==> src/rtl/pit_pkg.sv <==
package pit_pkg;
    localparam int BYTE_W = 8;
    localparam int CNT_W  = 2 * BYTE_W;

    typedef enum logic [1:0] {
        ACC_LATCH = 2'b00,
        ACC_LO    = 2'b01,
        ACC_HI    = 2'b10,
        ACC_LOHI  = 2'b11
    } acc_e;

    typedef enum logic [1:0] {
        MD_TERM   = 2'd0,
        MD_RATE   = 2'd1,
        MD_STROBE = 2'd2
    } mode_e;

    typedef struct packed {
        logic [1:0] chan;
        acc_e       acc;
        logic [2:0] mode;
        logic       bcd;
    } ctrl_t;
endpackage

==> src/rtl/pit_prog.sv <==
module pit_prog
    import pit_pkg::*;
#(
    parameter logic [1:0] CHAN_ID = 2'd0
) (
    input  logic              clk,
    input  logic              rst_n,
    input  logic              wr_stb,
    input  logic              addr_ctl,
    input  logic [BYTE_W-1:0] wdata,
    output logic              cfg_stb,
    output mode_e             cfg_mode,
    output mode_e             mode_q,
    output logic              latch_stb,
    output logic              load_stb,
    output logic [CNT_W-1:0]  load_val
);
    typedef enum logic {PTR_LO, PTR_HI} ptr_e;

    ctrl_t             cw;
    ptr_e              ptr_q, ptr_d;
    acc_e              acc_q;
    logic [BYTE_W-1:0] lo_q;
    logic              ctl_wr, dat_wr, chan_ok, mode_ok;

    assign cw     = ctrl_t'(wdata);
    assign ctl_wr = wr_stb && addr_ctl;
    assign dat_wr = wr_stb && !addr_ctl;

    // control byte decode
    always_comb begin
        chan_ok  = (cw.chan == CHAN_ID);
        cfg_mode = MD_TERM;
        mode_ok  = 1'b0;
        unique case (cw.mode)
            3'b000:  begin cfg_mode = MD_TERM;   mode_ok = 1'b1; end
            3'b010:  begin cfg_mode = MD_RATE;   mode_ok = 1'b1; end
            3'b100:  begin cfg_mode = MD_STROBE; mode_ok = 1'b1; end
            default: begin cfg_mode = MD_TERM;   mode_ok = 1'b0; end
        endcase
        latch_stb = ctl_wr && chan_ok && (cw.acc == ACC_LATCH);
        cfg_stb   = ctl_wr && chan_ok && (cw.acc != ACC_LATCH) && mode_ok && !cw.bcd;
    end

    // byte pointer next state and count assembly
    always_comb begin
        ptr_d    = ptr_q;
        load_stb = 1'b0;
        load_val = '0;
        if (cfg_stb) begin
            ptr_d = PTR_LO;
        end else if (dat_wr) begin
            unique case (acc_q)
                ACC_LATCH: ;
                ACC_LO: begin
                    load_stb = 1'b1;
                    load_val = {{BYTE_W{1'b0}}, wdata};
                end
                ACC_HI: begin
                    load_stb = 1'b1;
                    load_val = {wdata, {BYTE_W{1'b0}}};
                end
                ACC_LOHI: begin
                    unique case (ptr_q)
                        PTR_LO: ptr_d = PTR_HI;
                        PTR_HI: begin
                            ptr_d    = PTR_LO;
                            load_stb = 1'b1;
                            load_val = {wdata, lo_q};
                        end
                    endcase
                end
            endcase
        end
    end

    // state register
    always_ff @(posedge clk) begin
        if (!rst_n) ptr_q <= PTR_LO;
        else        ptr_q <= ptr_d;
    end

    // configuration and low-byte holding registers
    always_ff @(posedge clk) begin
        if (!rst_n) begin
            acc_q  <= ACC_LATCH;
            mode_q <= MD_TERM;
            lo_q   <= '0;
        end else begin
            if (cfg_stb) begin
                acc_q  <= cw.acc;
                mode_q <= cfg_mode;
            end
            if (dat_wr && acc_q == ACC_LOHI && ptr_q == PTR_LO) lo_q <= wdata;
        end
    end


    ptr_lo_after_cfg_chk: assert property (@(posedge clk) disable iff (!rst_n)
        cfg_stb |=> (ptr_q == PTR_LO));
endmodule

==> src/rtl/pit_counter.sv <==
module pit_counter
    import pit_pkg::*;
(
    input  logic             clk,
    input  logic             rst_n,
    input  logic             cfg_stb,
    input  mode_e            cfg_mode,
    input  mode_e            mode_q,
    input  logic             load_stb,
    input  logic [CNT_W-1:0] load_val,
    output logic [CNT_W-1:0] cnt_q,
    output logic             tmr_out,
    output logic             irq
);
    localparam logic [CNT_W-1:0] ONE = CNT_W'(1);
    localparam logic [CNT_W-1:0] TWO = CNT_W'(2);

    typedef enum logic [1:0] {CS_IDLE, CS_RUN, CS_DONE} cst_e;

    cst_e             state_q, state_d;
    logic [CNT_W-1:0] reload_q;

    // next state
    always_comb begin
        state_d = state_q;
        if (cfg_stb)       state_d = CS_IDLE;
        else if (load_stb) state_d = CS_RUN;
        else begin
            unique case (state_q)
                CS_IDLE: ;
                CS_RUN:  if (cnt_q == ONE && mode_q != MD_RATE) state_d = CS_DONE;
                CS_DONE: ;
                default: ;
            endcase
        end
    end

    // state register
    always_ff @(posedge clk) begin
        if (!rst_n) state_q <= CS_IDLE;
        else        state_q <= state_d;
    end

    // count and outputs
    always_ff @(posedge clk) begin
        if (!rst_n) begin
            cnt_q    <= '0;
            reload_q <= '0;
            tmr_out  <= 1'b0;
            irq      <= 1'b0;
        end else begin
            irq <= 1'b0;
            if (cfg_stb) begin
                tmr_out <= (cfg_mode != MD_TERM);
            end else if (load_stb) begin
                cnt_q    <= load_val;
                reload_q <= load_val;
                tmr_out  <= (mode_q != MD_TERM);
            end else begin
                unique case (state_q)
                    CS_IDLE: ;
                    CS_RUN: begin
                        unique case (mode_q)
                            MD_TERM: begin
                                cnt_q <= cnt_q - ONE;
                                if (cnt_q == ONE) begin
                                    tmr_out <= 1'b1;
                                    irq     <= 1'b1;
                                end
                            end
                            MD_RATE: begin
                                if (cnt_q == ONE) begin
                                    cnt_q   <= reload_q;
                                    tmr_out <= 1'b1;
                                end else begin
                                    cnt_q <= cnt_q - ONE;
                                    if (cnt_q == TWO) begin
                                        tmr_out <= 1'b0;
                                        irq     <= 1'b1;
                                    end
                                end
                            end
                            MD_STROBE: begin
                                cnt_q <= cnt_q - ONE;
                                if (cnt_q == ONE) begin
                                    tmr_out <= 1'b0;
                                    irq     <= 1'b1;
                                end
                            end
                            default: ;
                        endcase
                    end
                    CS_DONE: begin
                        cnt_q   <= cnt_q - ONE;
                        tmr_out <= 1'b1;
                    end
                    default: ;
                endcase
            end
        end
    end


    irq_one_cycle_chk: assert property (@(posedge clk) disable iff (!rst_n)
        irq |=> !irq);


    rate_low_one_cycle_chk: assert property (@(posedge clk) disable iff (!rst_n)
        (state_q == CS_RUN && mode_q == MD_RATE && !tmr_out && !cfg_stb && !load_stb)
        |=> tmr_out);


    strobe_irq_low_chk: assert property (@(posedge clk) disable iff (!rst_n)
        (irq && mode_q == MD_STROBE) |-> !tmr_out);


    term_hold_high_chk: assert property (@(posedge clk) disable iff (!rst_n)
        (state_q == CS_DONE && mode_q == MD_TERM) |-> tmr_out);
endmodule

==> src/rtl/pit_readout.sv <==
module pit_readout
    import pit_pkg::*;
(
    input  logic              clk,
    input  logic              rst_n,
    input  logic              cfg_stb,
    input  logic              latch_stb,
    input  logic              rd_stb,
    input  logic [CNT_W-1:0]  cnt,
    output logic [BYTE_W-1:0] rd_byte
);
    typedef enum logic [1:0] {RD_LIVE_LO, RD_LIVE_HI, RD_HELD_LO, RD_HELD_HI} rst_e;

    rst_e             state_q, state_d;
    logic [CNT_W-1:0] hold_q;
    logic [CNT_W-1:0] src;
    logic             held, live;

    assign held = (state_q == RD_HELD_LO) || (state_q == RD_HELD_HI);
    assign live = !held;

    // next state
    always_comb begin
        state_d = state_q;
        if (cfg_stb)                state_d = RD_LIVE_LO;
        else if (latch_stb && live) state_d = RD_HELD_LO;
        else if (rd_stb) begin
            unique case (state_q)
                RD_LIVE_LO: state_d = RD_LIVE_HI;
                RD_LIVE_HI: state_d = RD_LIVE_LO;
                RD_HELD_LO: state_d = RD_HELD_HI;
                RD_HELD_HI: state_d = RD_LIVE_LO;
            endcase
        end
    end

    // state register
    always_ff @(posedge clk) begin
        if (!rst_n) state_q <= RD_LIVE_LO;
        else        state_q <= state_d;
    end

    // holding register
    always_ff @(posedge clk) begin
        if (!rst_n)                 hold_q <= '0;
        else if (latch_stb && live) hold_q <= cnt;
    end

    // output byte select
    always_comb begin
        src = held ? hold_q : cnt;
        unique case (state_q)
            RD_LIVE_LO, RD_HELD_LO: rd_byte = src[BYTE_W-1:0];
            RD_LIVE_HI, RD_HELD_HI: rd_byte = src[CNT_W-1:BYTE_W];
        endcase
    end


    hold_stable_chk: assert property (@(posedge clk) disable iff (!rst_n)
        held |=> $stable(hold_q));


    release_after_hi_chk: assert property (@(posedge clk) disable iff (!rst_n)
        (state_q == RD_HELD_HI && rd_stb && !cfg_stb && !latch_stb)
        |=> (state_q == RD_LIVE_LO));
endmodule

==> src/rtl/pit_channel.sv <==
module pit_channel
    import pit_pkg::*;
#(
    parameter logic [1:0] CHAN_ID = 2'd0
) (
    input  logic              clk,
    input  logic              rst_n,
    input  logic              wr_en,
    input  logic              rd_en,
    input  logic              ctl_sel,
    input  logic [BYTE_W-1:0] wdata,
    output logic [BYTE_W-1:0] rdata,
    output logic              tmr_out,
    output logic              irq
);
    logic              cfg_stb, latch_stb, load_stb;
    mode_e             cfg_mode, mode_q;
    logic [CNT_W-1:0]  load_val, cnt;
    logic [BYTE_W-1:0] rd_byte;

    pit_prog #(.CHAN_ID(CHAN_ID)) u_prog (
        .clk       (clk),
        .rst_n     (rst_n),
        .wr_stb    (wr_en),
        .addr_ctl  (ctl_sel),
        .wdata     (wdata),
        .cfg_stb   (cfg_stb),
        .cfg_mode  (cfg_mode),
        .mode_q    (mode_q),
        .latch_stb (latch_stb),
        .load_stb  (load_stb),
        .load_val  (load_val)
    );

    pit_counter u_counter (
        .clk      (clk),
        .rst_n    (rst_n),
        .cfg_stb  (cfg_stb),
        .cfg_mode (cfg_mode),
        .mode_q   (mode_q),
        .load_stb (load_stb),
        .load_val (load_val),
        .cnt_q    (cnt),
        .tmr_out  (tmr_out),
        .irq      (irq)
    );

    pit_readout u_readout (
        .clk       (clk),
        .rst_n     (rst_n),
        .cfg_stb   (cfg_stb),
        .latch_stb (latch_stb),
        .rd_stb    (rd_en && !ctl_sel),
        .cnt       (cnt),
        .rd_byte   (rd_byte)
    );

    assign rdata = ctl_sel ? '0 : rd_byte;
endmodule

==> config.mk <==
export PLATFORM = sky130hd
export DESIGN_NAME = pit_channel
export DESIGN_NICKNAME = d
export VERILOG_FILES = /design/src/rtl/pit_pkg.sv /design/src/rtl/pit_prog.sv /design/src/rtl/pit_counter.sv /design/src/rtl/pit_readout.sv /design/src/rtl/pit_channel.sv
export SDC_FILE = /design/constraint.sdc
export NUM_CORES = 1
export LEC_CHECK = 0
export BUFFER_PORTS_ARGS = -buffer_cell sky130_fd_sc_hd__buf_2
export CAP_MARGIN = 20
export CORE_MARGIN = 10
export CORE_UTILIZATION = 50
export DETAILED_ROUTE_END_ITERATION = 8
export PLACE_DENSITY_LB_ADDON = 0.05
export SLEW_MARGIN = 20
export SYNTH_ARGS = -nofsm -noshare
export SYNTH_HDL_FRONTEND = slang
export SYNTH_SLANG_ARGS = --single-unit
==> constraint.sdc <==
create_clock -name clk -period 2.2 [get_ports clk]
set_clock_uncertainty 0.15 [all_clocks]
set_input_delay 0 -clock clk [delete_from_list [all_inputs] [get_ports clk]]
set_output_delay 0 -clock clk [all_outputs]
set_load 0.05 [all_outputs]
==> impl_summary.log <==
[metrics] clock input transition at the sequential cells of the worst setup and hold paths: 80 ps
[metrics] share of the clock period used by the worst path after layout: 99.2%
[metrics] synthesized cell area: 3720 sq um
[metrics] area added between synthesis and finish: 23.5%
[metrics] class of the worst hold path: reg2reg
[metrics] final count of negative-setup-slack endpoints: 0
[metrics] buffer cell driving the clock tree root: sky130_fd_sc_hd__clkbuf_8
[metrics] Worst Hold Margin: 311 ps
[metrics] Arrival @ worst endpoint: 2290 ps
[metrics] worst hold path startpoint: u_readout.hold_q[1]
[metrics] Syn Area/Cell: 8.50 sq um
[metrics] count of buffers from port buffering: 22
[metrics] Initial Util: 51.4%
[metrics] Most used DFF post-synth: sky130_fd_sc_hd__dfxtp_1
[metrics] first-pass GRT wire length: 17000 um
[metrics] number of maximum-capacitance violations: 0
[metrics] RD Place Congestion: 0.884
[metrics] final critical-path setup slack: 17.9 ps
[metrics] global route total overflow: 0
[metrics] warnings from Yosys: 0
[metrics] via count: 3411
[metrics] Critical Path Slowest Stage Cell: sky130_fd_sc_hd__or3b_4
[metrics] Worst R2R Path Depth: 9
[metrics] LEAKAGE: 1.77 nW
[metrics] most frequent cells in the layout: sky130_fd_sc_hd__nand2_1, sky130_fd_sc_hd__dfxtp_1, sky130_fd_sc_hd__buf_4
[metrics] maximum buffer depth of the clock tree: 2
[metrics] headroom to the max-slew limit: 63.8%
[metrics] Seq/Total Area, Yosys: 36.0%
[metrics] synthesized netlist cell count: 438
[metrics] Tot GR Track Use: 18.6%
[metrics] diodes inserted: 0
[metrics] Core Footprint: 7250 sq um
[metrics] DRT Pass-1 Iters: 4
[metrics] count of cell types in the netlist: 60
[metrics] number of nets in the synthesized netlist: 460
[metrics] Routed WL per cell: 17.4 um
[metrics] area occupied by multi-input gates: 2270 sq um
[metrics] number of DRC markers after the initial detailed-route iteration: 199
[metrics] min Tclk post-route: 2180 ps
[metrics] filler instances: 669
[metrics] die footprint: 11300 sq um
[metrics] most common cell after layout, fill and taps aside: sky130_fd_sc_hd__nand2_1
[metrics] register bit count reported by yosys: 67
[metrics] area taken by flip-flops and latches: 1340 sq um
[metrics] number of rows created at floorplan: 31
[metrics] Max Fanout on Critical Path: 5
[metrics] DRC Markers: 0
[metrics] fin. max-slew vios: 0
[metrics] ordered cell list for the critical path: inv_2 > ha_2 > or3b_4 > o22a_1 > nor2_2 > buf_4 > buf_2 > nand2_1 > o22ai_1
[metrics] number of levels in the clock H-tree: 3
[metrics] minimum setup slack after placement: 50.0 ps
[metrics] pwr/cell area: 521 nW/um^2
[metrics] peak ir drop on the vdd network: 0.494 mV
[metrics] Final Hold Viols: 0
[metrics] pin count of the biggest net entering global routing: 39
[metrics] biggest cell delay along the critical path: 400 ps
[metrics] actual transition at the worst max-transition pin: 540 ps
[metrics] proportion of synthesized flip-flops having asynchronous set or reset: 0%
[metrics] die boundary height: 106 um
[metrics] type of element capturing the critical path: register
[metrics] initial antenna violation count: 0
[metrics] beginning of the worst register-to-register path: u_prog.acc_q[0]
[metrics] Crit Path Class: reg2reg
[metrics] total length of routed wires: 10500 um
[metrics] number of flops mapped to enable cells by yosys: 0
[metrics] ratio of routed vias to standard cells: 5.65
[metrics] status: completed
[metrics] post-DP HPWL: 7370 um
[metrics] startpoint types: register
[metrics] antenna-violating nets left: 0
[metrics] num ports: 23
[metrics] Max Fclk: 0.458 GHz
[metrics] horizontal extent of the die: 106 um
[metrics] worst hold path stage count: 2
[metrics] insertion delay to the later sink of the worst-skew pair: 350 ps
[metrics] number of global-route vias before repair: 3245
[metrics] required time reported for the critical path endpoint: 2310 ps
[metrics] TritonCTS buffer count: 9
[metrics] sink count of the clock tree: 67
[metrics] clock tree from TritonCTS: built
[metrics] proportion of layout cells with a drive suffix above 1: 25.0%
[metrics] worst setup path startpoint: u_prog.acc_q[0]
[metrics] Total Nets Final: 522
[sequential cells by signal, indices dropped and copies added (netlist names)]
register            count
u_prog.mode_q           2
u_prog.acc_q            2
u_counter.reload_q     16
u_counter.state_q       2
u_readout.hold_q       16
u_counter.cnt_q        16
u_readout.state_q       2
u_counter.irq           1
u_prog.ptr_q            1
u_counter.tmr_out       1
u_prog.lo_q             8
[final cells by class]
| cell class | instances | area share, % |
|---|---|---|
| inverter | 6 | 0.490 |
| clock buffer | 9 | 2.69 |
| clock inverter | 7 | 1.66 |
| tap | 99 | 2.69 |
| sequential | 67 | 29.2 |
| timing repair buffer | 84 | 13.9 |
| multi-input combinational | 332 | 49.3 |
[cells by family (layout without fill, tap and decap cells)]
family	Yosys count	in the layout	share of synthesized area (%)
buffers and inverters	39	106	4.70
AOI/OAI and AO/OA	125	125	24.1
xor gates and xnor gates	9	9	2.12
adders and majority gates	9	9	3.02
muxes	10	10	5.37
DFF	67	67	36.0
and+or+nand+nor	179	179	24.7
[Yosys cell counts, drive strengths merged (2+ instances only)]
cell type   n  area, sq um
nand2      83          319
dfxtp      67         1340
a21boi     36          270
o21ai      26          141
clkbuf     22         83.8
nor2       18         70.1
nor3       15         75.1
nor2b      14         87.6
a21oi      12         60.1
buf        11         68.8
a31oi      10         62.6
ha          9          113
mux4        8          180
a22o        6         52.6
and2        6         37.5
inv         6         22.5
nor4        6         65.1
or3         6         37.5
nand2b      5         31.3
o211ai      5         37.5
or2         5         31.3
xnor2       5         43.8
a211o       4         35.0
a32o        4         40.0
nand3       4         20.0
nand4       4         31.3
o21a        4         30.0
o221ai      4         35.0
xor2        4         35.0
o31ai       3         22.5
or4         3         22.5
a221oi      2         17.5
mux2i       2         20.0
nor3b       2         15.0
o221a       2         22.5
o22ai       2         12.5
[worst max-delay path: cells and delay by family, from the launching register on]
kind,cells,cell delay (ps)
buffers and inverters,3,310
adder cells (fa/ha/maj),1,170
AND/OR/NAND/NOR,3,650
flip-flops,1,340
AO/OA/AOI/OAI,2,490
[routing by layer]
metal  up-vias  share of wire, %  global-route usage, %
met3        13               4.0                   4.05
met4         0               1.4                   6.19
li1       1699                 -                      -
met2        69                48                   29.5
met5         -                 0                      0
met1      1630                47                   24.6
[metrics by stage]
| stage | std cells | util [%] | total power, W | setup TNS [ps] | area [sq um] |
|---|---|---|---|---|---|
| floorplan | 438 | - | 0.00131 | 0 | 3730 |
| global placement | 568 | 57.1 | 0.00135 | 0 | 4140 |
| detailed placement | 568 | 57.1 | 0.00135 | 0 | 4140 |
| CTS | 596 | 61.5 | 0.00242 | 0 | 4460 |
| global route | 604 | 63.4 | 0.00248 | -91.1 | 4600 |
| finish | 604 | 63.4 | 0.00240 | 0 | 4600 |
[power by group]
group | leakage (nW) | switching, W | internal (W)
logic | 1.13 | 0.0000707 | 0.0000548
clock network | 0.0962 | 0.000525 | 0.000531
registers | 0.541 | 0.00000118 | 0.00121
[path summary, 6_finish.rpt]
path | end | slack [ps]
min | u_readout.hold_q[1] | 310
max | u_counter.cnt_q[12] | 20
min reg2reg | u_readout.hold_q[1] | 310
max reg2reg | u_counter.cnt_q[12] | 20
[timing repair]
action | in CTS | in global routing
hold buffers | 12 | 0
endpoints found under the setup margin | 0 | 17
buffers inserted | 0 | 6
hold endpoints to repair | 31 | 0
gates resized for setup | 0 | 22
No activity file was read; power rests on OpenSTA's default activity.
